$ cat src/rtl/serial_byte_rx.sv
module serial_byte_rx #(
  parameter int DATA_W = 8,
  parameter int OSR    = 16
) (
  input  logic              clk,
  input  logic              rst_n,
  input  logic              tick16,
  input  logic              rx_serial,
  output logic [DATA_W-1:0] rx_byte,
  output logic              rx_strobe,
  output logic              rx_busy
);
  localparam int PH_W  = $clog2(OSR);
  localparam int CNT_W = $clog2(DATA_W);
  localparam logic [PH_W-1:0]  PH_MID  = PH_W'(OSR/2 - 1);
  localparam logic [PH_W-1:0]  PH_LAST = PH_W'(OSR - 1);
  localparam logic [CNT_W-1:0] BIT_LAST = CNT_W'(DATA_W - 1);

  typedef enum logic [1:0] {ST_IDLE, ST_START, ST_DATA, ST_STOP} st_t;

  st_t               st_q;
  logic [2:0]        sync_q;
  logic [PH_W-1:0]   phase_q;
  logic [CNT_W-1:0]  bit_cnt;
  logic [DATA_W-1:0] shreg_q;
  logic              stop_ok_q;

  wire line_q   = sync_q[1];
  wire fall     = sync_q[2] & ~sync_q[1];
  wire at_mid   = tick16 && phase_q == PH_MID;
  wire at_end   = tick16 && phase_q == PH_LAST;

  always_ff @(posedge clk or negedge rst_n)
    if (!rst_n) sync_q <= 3'b111;
    else        sync_q <= {sync_q[1:0], rx_serial};

  always_ff @(posedge clk or negedge rst_n) begin
    if (!rst_n) begin
      st_q      <= ST_IDLE;
      phase_q   <= '0;
      bit_cnt   <= '0;
      shreg_q   <= '0;
      stop_ok_q <= 1'b0;
      rx_byte   <= '0;
      rx_strobe <= 1'b0;
      rx_busy   <= 1'b0;
    end else begin
      rx_strobe <= 1'b0;
      if (st_q != ST_IDLE && tick16) phase_q <= phase_q + 1'b1;
      case (st_q)
        ST_IDLE: if (fall) begin
          st_q    <= ST_START;
          phase_q <= '0;
          bit_cnt <= '0;
          rx_busy <= 1'b1;
        end
        ST_START: begin
          if (at_mid && line_q) begin
            st_q    <= ST_IDLE;
            rx_busy <= 1'b0;
          end else if (at_end) st_q <= ST_DATA;
        end
        ST_DATA: begin
          if (at_mid) shreg_q <= {line_q, shreg_q[DATA_W-1:1]};
          if (at_end) begin
            if (bit_cnt == BIT_LAST) begin
              st_q    <= ST_STOP;
              bit_cnt <= '0;
            end else bit_cnt <= bit_cnt + 1'b1;
          end
        end
        ST_STOP: begin
          if (at_mid) stop_ok_q <= line_q;
          if (at_end) begin
            st_q    <= ST_IDLE;
            rx_busy <= 1'b0;
            if (stop_ok_q) begin
              rx_byte   <= shreg_q;
              rx_strobe <= 1'b1;
            end
          end
        end
        default: st_q <= ST_IDLE;
      endcase
    end
  end

  assert_strobe_single_R4: assert property (@(posedge clk) disable iff (!rst_n)
    rx_strobe |=> !rx_strobe);
  assert_byte_only_on_strobe_R8: assert property (@(posedge clk) disable iff (!rst_n)
    !$stable(rx_byte) |-> rx_strobe);
  assert_strobe_ends_busy_R9: assert property (@(posedge clk) disable iff (!rst_n)
    rx_strobe |-> (!rx_busy && $past(rx_busy)));
  assert_busy_needs_low_line_R2: assert property (@(posedge clk) disable iff (!rst_n)
    $rose(rx_busy) |-> !$past(line_q));
  assert_strobe_needs_stop_R6: assert property (@(posedge clk) disable iff (!rst_n)
    rx_strobe |-> ($past(st_q) == ST_STOP && $past(stop_ok_q)));
  assert_glitch_drops_R5: assert property (@(posedge clk) disable iff (!rst_n)
    ($past(st_q) == ST_START && st_q == ST_IDLE) |-> (!rx_busy && !rx_strobe));
endmodule

$ cat config.mk
export PLATFORM = sky130hd
export DESIGN_NAME = serial_byte_rx
export DESIGN_NICKNAME = d
export VERILOG_FILES = /design/src/rtl/serial_byte_rx.sv
export SDC_FILE = /design/constraint.sdc
export NUM_CORES = 1
export LEC_CHECK = 0
export ABC_AREA = 0
export BUFFER_PORTS_ARGS = -buffer_cell sky130_fd_sc_hd__buf_2
export CORE_MARGIN = 2
export CORE_UTILIZATION = 60
export DETAILED_ROUTE_END_ITERATION = 10
export PLACE_DENSITY = 0.81
export SYNTH_ARGS = -nofsm -noshare
export SYNTH_HDL_FRONTEND = slang
export SYNTH_SLANG_ARGS = --single-unit
$ cat constraint.sdc
create_clock -name clk -period 4.3 [get_ports clk]
set_input_delay 1.29 -clock clk [delete_from_list [all_inputs] [get_ports clk]]
set_output_delay 1.29 -clock clk [all_outputs]
set_load 0.05 [all_outputs]
==> flow_summary.toml, run 1 <==
[outcome]
status = "finished, final reports clean"

[final_layout]
antenna_cells = 0
final_common_cell = "dfrtp_1"
layout.nets = 125
final_cell_mix = "dfrtp_1, buf_2, mux2_2"
fin_util = 0.700
drive_above_1_share = 0.370
syn2layout_area_growth_pct = 12.2
fin_area_sq_um = 1520

[grt]
grt-ovfl-total = 0
grt_max_degree = 32
grt_pass1_vias = 796
grt_first_pass_wirelength_microns = 3550
antenna_found_initial = 0
grt.total_usage = 0.191

[sta]
fin_setup_tns_ps = 0
relSlewSlack = 0.575
slew_viol_final = 0
setup_viol = 0
period_share = 0.545
worst_pin_slew_ps = 638
setup_slack_ps = 1960
grt_setup_unrepaired = "no"
finalCriticalPeriod_ps = 2340
clock_skew_ps = 11.9
achievable-frequency_mhz = 427
hold_viol = 0

[synthesis]
synth.avg_cell_area_sq_um = 13.4
netlist_instances = 101
yosys.cell_types.count = 31
yosysSeqAreaShare = 0.576
syn-num-nets = 108
syn_area_sq_um = 1350
synth_edf_count = 0
synth-main-ff-cell = "dfrtp_1"
async_flop_share = 1.00
yosysWarnings = 0
ys_ff_latch = 31

[setup_path]
startpoint_type = "input pin"
arrival_ps = 2550
cp.required_ps = 4500
endpoint_kind = "flop"
cp_max_fo = 8
path_class = "in -> reg"

[detailed_routing]
drt_iter0_markers = 15
avgViaCountPerCell = 5.74
drt-total-wl_microns = 2090
post-route-drc-count = 0
vias = 844
detail_route.first_pass.iterations = 4
drtAntennaViolNets = 0
wl_per_cell_microns = 14.2

[placement]
io_buffers = 13
place_hpwl_microns = 1420
place.gp.congestion = 0.716
dp_slack_ps = 1630
place_area_sq_um = 1430

[pwr]
total_power_mw = 0.723
p_per_area_nw_per_um2 = 476
p_leak_nw = 0.798
peakVddDrop_v = 0.000311

[clock_tree]
htree_levels = 2
clkSinkCount = 31
cts.clk_slew.worst_paths_ps = 90
cts_made_buffers = 5
cts_buffer_depth = 2
root_buffer = "clkbuf_4"
tritoncts = "done"
clk_latency_ps = 320
cts_resized = 0
postCtsSetupBuffers = 0
cts_hold_buf = 0

[floorplanning]
die_height_microns = 51.5
num_rows = 17
initial_core_util = 0.623
core_area_sq_um = 2170
fp.dieArea_sq_um = 2650
die_w_microns = 51.5
io_pins = 14

[hold_path]
hold_class = "reg -> reg"

[flow_run]
cap_violations = 0
flip-flops by register name, indices dropped and copies added, names as in the netlist, named ones only:
signal / cells
stop_ok_q: 1
bit_cnt: 3
st_q: 1
rx_strobe: 1
rx_busy: 1
rx_byte: 8
shreg_q: 8
phase_q: 4
sync_q: 3
synthesized netlist by cell type, types with 2 or more instances:
cell type	n	area [sq um]
a211o_1	3	26.3
a21oi_1	2	10.0
and3_1	2	12.5
buf_2	2	10.0
dfrtp_1	28	701
dfstp_2	3	78.8
ha_1	3	37.5
inv_1	4	15.0
mux2_2	9	101
mux2_4	8	120
nand2b_1	2	12.5
nand3_1	5	25.0
nor2_1	3	11.3
nor2b_1	2	12.5
nor3_1	2	10.0
o211ai_1	2	15.0
o21ai_0	5	25.0
o31ai_1	2	15.0
or3_1	2	12.5
metal layers:
layer,wire length (microns),share of wire,global-route usage,vias up
met2,1000,0.48,0.297,15
met3,83,0.040,0.0526,7
met1,961,0.46,0.240,421
met4,37,0.018,0.105,0
li1,-,-,-,401
met5,0,0,0,-
power by group:
part,internal [mW],total (mW),switching [mW]
Combinational,0.0476,0.106,0.0587
Sequential,0.329,0.383,0.0543
Clock,0.137,0.233,0.0961
Total,0.514,0.723,0.209
worst paths after layout:
path                                 startpoint                      to  slack, ps  cells after the start
max                                      tick16  shreg_q[4]$_DFFE_PN0P_       1960                      4
max in group asynchronous                 rst_n  bit_cnt[0]$_DFFE_PN0P_       2900                      1
min in group asynchronous                 rst_n  shreg_q[6]$_DFFE_PN0P_        980                      1
min reg2reg                 sync_q[0]$_DFF_PN1_     sync_q[1]$_DFF_PN1_        360                      0
max reg2reg                phase_q[1]$_DFF_PN0_  shreg_q[4]$_DFFE_PN0P_       2410                      4
min                         sync_q[0]$_DFF_PN1_     sync_q[1]$_DFF_PN1_        360                      0
area by class of cell:
cell class,count,area [sq um]
tap,28,35.0
fill,155,652
sequential,31,779
clock buffer,6,51.3
multi-input combinational,63,537
timing repair buffer,13,65.1
inverter,4,15.0
clock inverter,2,35.0
critical path, stage by stage:
cell and delay [ps]:
buf_2 110, nand3_1 160, or3_1 610, mux2_4 370
stage by stage:
step / hold WS (ps) / std cells
6_report: 362 / 147
5_1_grt: 369 / 147
4_1_cts: 365 / 147
3_5_place_dp: 351 / 139
3_3_place_gp: 347 / 139
2_1_floorplan: 345 / 101
logic make-up after synthesis:
kind of cell	after synthesis	synth area share
XOR/XNOR	1	0.00648
adder cells (fa/ha/maj)	3	0.0278
multiplexers	18	0.171
AND/OR/NAND/NOR	24	0.105
flip-flops	31	0.576
AO/OA/AOI/OAI	17	0.0860
buffers and inverters	7	0.0268
(Power assumes the default switching activity.)
==> inputs of run 2 (changes only) <==
--- a/config.mk
+++ b/config.mk
@@ -7,10 +7,11 @@
 export LEC_CHECK = 0
 export ABC_AREA = 0
 export BUFFER_PORTS_ARGS = -buffer_cell sky130_fd_sc_hd__buf_2
+export CORE_ASPECT_RATIO = 2
 export CORE_MARGIN = 2
-export CORE_UTILIZATION = 60
+export CORE_UTILIZATION = 51
 export DETAILED_ROUTE_END_ITERATION = 10
-export PLACE_DENSITY = 0.81
+export PLACE_DENSITY = 0.73
 export SYNTH_ARGS = -nofsm -noshare
 export SYNTH_HDL_FRONTEND = slang
 export SYNTH_SLANG_ARGS = --single-unit
==> constraint.sdc (replaced) <==
create_clock -name clk -period 1.98 [get_ports clk]
set_input_delay 0.594 -clock clk [delete_from_list [all_inputs] [get_ports clk]]
set_output_delay 0.594 -clock clk [all_outputs]
set_load 0.05 [all_outputs]
==> run 2 against run 1 <==
Net effect:
- critical path depth stayed put
- register-to-register slack worse by 2200 ps
- via count is 3.1% higher
- sequential share of layout area is 1.3 points lower
- utilization is 8.6 points lower
- clock power is 100% higher
- sequential power is 110% higher
- clock skew is 0.59 ps lower
- critical endpoint unchanged
- largest power group unchanged
==> flow_summary.toml, run 2 (synthesis results as in run 1) <==
[sta]
finalCriticalPeriod_ps = 1810
clock_skew_ps = 11.3
relSlewSlack = 0.561
worst_pin_slew_ps = 659
achievable-frequency_mhz = 554
setup_viol = 0
period_share = 0.912
hold_viol = 0
fin_setup_tns_ps = 0
grt_setup_unrepaired = "no"
slew_viol_final = 0

[grt]
antenna_found_initial = 0
grt_first_pass_wirelength_microns = 4510
grt-ovfl-total = 0
grt_pass1_vias = 932
grt.total_usage = 0.220
grt_max_degree = 32

[detailed_routing]
drt-total-wl_microns = 2560
post-route-drc-count = 0
drt_iter0_markers = 11
detail_route.first_pass.iterations = 4
drtAntennaViolNets = 0
vias = 870
wl_per_cell_microns = 16.7
avgViaCountPerCell = 5.69

[pwr]
p_leak_nw = 0.819
total_power_mw = 1.57
p_per_area_nw_per_um2 = 1010
peakVddDrop_v = 0.000879

[final_layout]
final_common_cell = "dfrtp_1"
final_cell_mix = "dfrtp_1, buf_2, mux2_2"
antenna_cells = 0
top_regs = "rx_byte: 8 flops, shreg_q: 8 flops, phase_q: 4 flops"
drive_above_1_share = 0.384
layout.nets = 131
syn2layout_area_growth_pct = 15.2

[clock_tree]
clkSinkCount = 31
cts_resized = 0
clk_latency_ps = 280
root_buffer = "clkbuf_8"
htree_levels = 2
tritoncts = "done"
cts_buffer_depth = 2
postCtsSetupBuffers = 0
cts_hold_buf = 0
cts.clk_slew.worst_paths_ps = 70
cts_made_buffers = 5

[setup_path]
critical_path_buf_inv_count = 0
crit_start = "phase_q[0]$_DFF_PN0_"
max_stage_delay_ps = 570
rr_worst_depth = 4
r2r_start = "phase_q[0]$_DFF_PN0_"
arrival_ps = 1960
cp_max_fo = 8
endpoint_kind = "flop"
startpoint_type = "flop"
rr_endpoint = "shreg_q[4]$_DFFE_PN0P_"
path_class = "reg -> reg"
cp_top_family = "simple AND/OR/NAND/NOR gates"
reg2reg_slack_ps = 170
cp.required_ps = 2140
critPathSlowestCell = "or3_1"
crit_chain = "ha_1 -> nand3_1 -> or3_1 -> mux2_4"

[floorplanning]
fp.dieArea_sq_um = 3110
die_w_microns = 40.4
core_area_sq_um = 2540
num_rows = 26
io_pins = 14
initial_core_util = 0.533
die_height_microns = 76.8

[flow_run]
cap_violations = 0

[placement]
io_buffers = 13
place_hpwl_microns = 1800
place.gp.congestion = 0.803

[outcome]
status = "finished, final reports clean"

[hold_path]
hold_class = "in -> async"
run 2: metrics by stage:
step                cells  cell area (sq um)  hold WS [ps]  worst slack (ps)   util
detailed placement    145               1480           349              94.0  0.582
global placement      145               1480           348               136  0.582
CTS                   153               1560           358               169  0.614
finish                153               1560           333               174  0.614
floorplan             101               1350           298               338      -
global route          153               1560           359              66.3  0.614
run 2: how the worst max path moves through the flow:
stage | to | slack [ps] | cells after the start
after detailed placement | shreg_q[4]$_DFFE_PN0P_ | 90 | 4
final | shreg_q[4]$_DFFE_PN0P_ | 170 | 4
after floorplan | shreg_q[0]$_DFFE_PN0P_ | 340 | 4
after CTS | shreg_q[7]$_DFFE_PN0P_ | 170 | 4
after global placement | shreg_q[0]$_DFFE_PN0P_ | 140 | 4
after global routing | shreg_q[4]$_DFFE_PN0P_ | 70 | 4
run 2: area by class of cell:
cell class | instances | area, sq um
multi-input cells | 63 | 537
fillers | 212 | 980
flip-flops and latches | 31 | 779
clock buffers | 7 | 76.3
inverters | 4 | 15.0
well taps | 28 | 35.0
clock inverters | 1 | 5.00
repair buffers | 19 | 110
run 2: per-layer routing:
metal | routed length [microns] | track usage
met1 | 951 | 0.258
met2 | 1430 | 0.335
met3 | 100 | 0.0607
met4 | 78 | 0.130
met5 | 0 | 0
run 2: report_power, final:
part           internal (mW)  leakage (nW)  switching, mW
Sequential             0.715         0.404          0.101
Combinational          0.130         0.373          0.155
Clock                  0.246        0.0422          0.227
Total                   1.09         0.819          0.483
run 2: worst reg2reg max path, cell delays in order (launching register included):
cell and delay (ps):
dfrtp_1 390, ha_1 220, nand3_1 120, or3_1 570, mux2_4 380
==> inputs of run 3 (changes only) <==
==> constraint.sdc (replaced) <==
create_clock -name clk -period 1.6 [get_ports clk]
set_input_delay 0.48 -clock clk [delete_from_list [all_inputs] [get_ports clk]]
set_output_delay 0.48 -clock clk [all_outputs]
set_load 0.05 [all_outputs]
==> run 3 against run 2 <==
Net effect:
- clock-buffer cell count down 2
- clock power is 60% higher
- non-clock buffer count rose by 8
- sequential power increased by 22%
- global-route usage down 0.86 points
- utilization rose by 5.9 points
- hold slack got worse by 230 ps
- combinational power grew 78%
- register-to-register slack got worse by 98 ps
- critical endpoint is now shreg_q[7]$_DFFE_PN0P_
- highest routed layer unchanged
==> flow_summary.toml, run 3 (synthesis results as in run 1) <==
[final_layout]
antenna_cells = 0
layout.nets = 139
final_common_cell = "dfrtp_1"
drive_above_1_share = 0.459
final_cell_mix = "dfrtp_1, buf_2, buf_4"
fin_util = 0.673
top_regs = "rx_byte: 8 flops, shreg_q: 8 flops, phase_q: 4 flops"
syn2layout_area_growth_pct = 26.3
fin_cells = 161

[placement]
place.gp.congestion = 0.854
dp_slack_ps = -7.76
io_buffers = 13
place_hpwl_microns = 1830
dp.cells = 154

[grt]
grt_first_pass_wirelength_microns = 4430
grt-ovfl-total = 0
grt_max_degree = 18
grt.total_usage = 0.211
antenna_found_initial = 0
grt_pass1_vias = 1003

[floorplanning]
core_area_sq_um = 2540
io_pins = 14
die_w_microns = 40.4
die_height_microns = 76.8
fp.dieArea_sq_um = 3110
initial_core_util = 0.533
num_rows = 26

[sta]
clock_skew_ps = 13.1
setup_slack_ps = 76.1
grt_setup_unrepaired = "no"
worst_pin_slew_ps = 502
hold_viol = 0
achievable-frequency_mhz = 656
relSlewSlack = 0.662
setup_viol = 0
period_share = 0.952
finalCriticalPeriod_ps = 1520
slew_viol_final = 0

[clock_tree]
tritoncts = "done"
postCtsSetupBuffers = 0
cts_buffer_depth = 2
root_buffer = "clkbuf_8"
cts.clk_slew.worst_paths_ps = 70
clkSinkCount = 31
cts_made_buffers = 5
clk_latency_ps = 290
htree_levels = 2

[setup_path]
endpoint_kind = "flop"
startpoint_type = "flop"
arrival_ps = 1690
crit_chain = "ha_2 -> nand3_2 -> or3_4 -> mux2_4"
cp_max_fo = 8
critPathSlowestCell = "or3_4"
cp.required_ps = 1770
max_stage_delay_ps = 430
path_class = "reg -> reg"

[hold_path]
hold_class = "in -> async"

[detailed_routing]
drtAntennaViolNets = 0
avgViaCountPerCell = 5.71
detail_route.first_pass.iterations = 3
drt_iter0_markers = 15
drt-total-wl_microns = 2560
vias = 920
post-route-drc-count = 0
wl_per_cell_microns = 15.9

[outcome]
status = "finished, final reports clean"

[pwr]
peakVddDrop_v = 0.00113
p_per_area_nw_per_um2 = 1320
p_leak_nw = 0.883

[flow_run]
cap_violations = 0
run 3: repair_timing:
| item | in CTS | in global routing |
|---|---|---|
| gates resized for setup | 1 | 5 |
| hold buffers | 0 | 0 |
| pin swaps | 0 | 4 |
| setup endpoints to repair | 6 | 21 |
run 3: worst paths after layout:
kind,slack [ps],startpoint,to,cells after the start
max in group asynchronous,990,rst_n,sync_q[0]$_DFF_PN1_,2
setup / recovery,80,phase_q[1]$_DFF_PN0_,shreg_q[7]$_DFFE_PN0P_,4
min in group clk,300,rx_serial,sync_q[0]$_DFF_PN1_,1
hold reg to reg,360,sync_q[0]$_DFF_PN1_,sync_q[1]$_DFF_PN1_,0
setup reg to reg,80,phase_q[1]$_DFF_PN0_,shreg_q[7]$_DFFE_PN0P_,4
hold / removal,100,rst_n,rx_strobe$_DFF_PN0_,1
run 3: metal layers:
| metal | up-vias | global-route usage | share of wire |
|---|---|---|---|
| li1 | 429 | - | - |
| met1 | 470 | 0.244 | 0.40 |
| met2 | 14 | 0.310 | 0.54 |
| met3 | 7 | 0.0809 | 0.030 |
| met4 | 0 | 0.130 | 0.032 |
| met5 | - | 0 | 0 |
run 3: cell type report:
type	count	area [sq um]
Clock inverter	3	43.8
Tap cell	28	35.0
Sequential cell	31	779
Clock buffer	5	68.8
Timing Repair Buffer	27	199
Multi-Input combinational cell	63	567
Inverter	4	15.0
Fill cell	191	830
run 3: metrics by stage:
step	power [mW]	setup TNS, ps	hold WS, ps	cell area (sq um)
final	2.26	0	98.4	1710
after floorplan	1.25	0	184	1360
after global routing	2.39	0	121	1710
after detailed placement	1.48	-35.8	351	1580
after CTS	2.25	0	110	1690
after global placement	1.45	0	347	1580
run 3: where the power goes:
group	internal, mW	switching [mW]	leakage (nW)
clock network	0.463	0.296	0.0581
logic	0.249	0.257	0.421
registers	0.885	0.107	0.404
run 3: worst max-delay path: cells and delay by family, from the launching register on:
| kind | cells | cell delay, ps |
|---|---|---|
| and+or+nand+nor | 2 | 520 |
| DFF | 1 | 360 |
| muxes | 1 | 320 |
| adders and majority gates | 1 | 200 |
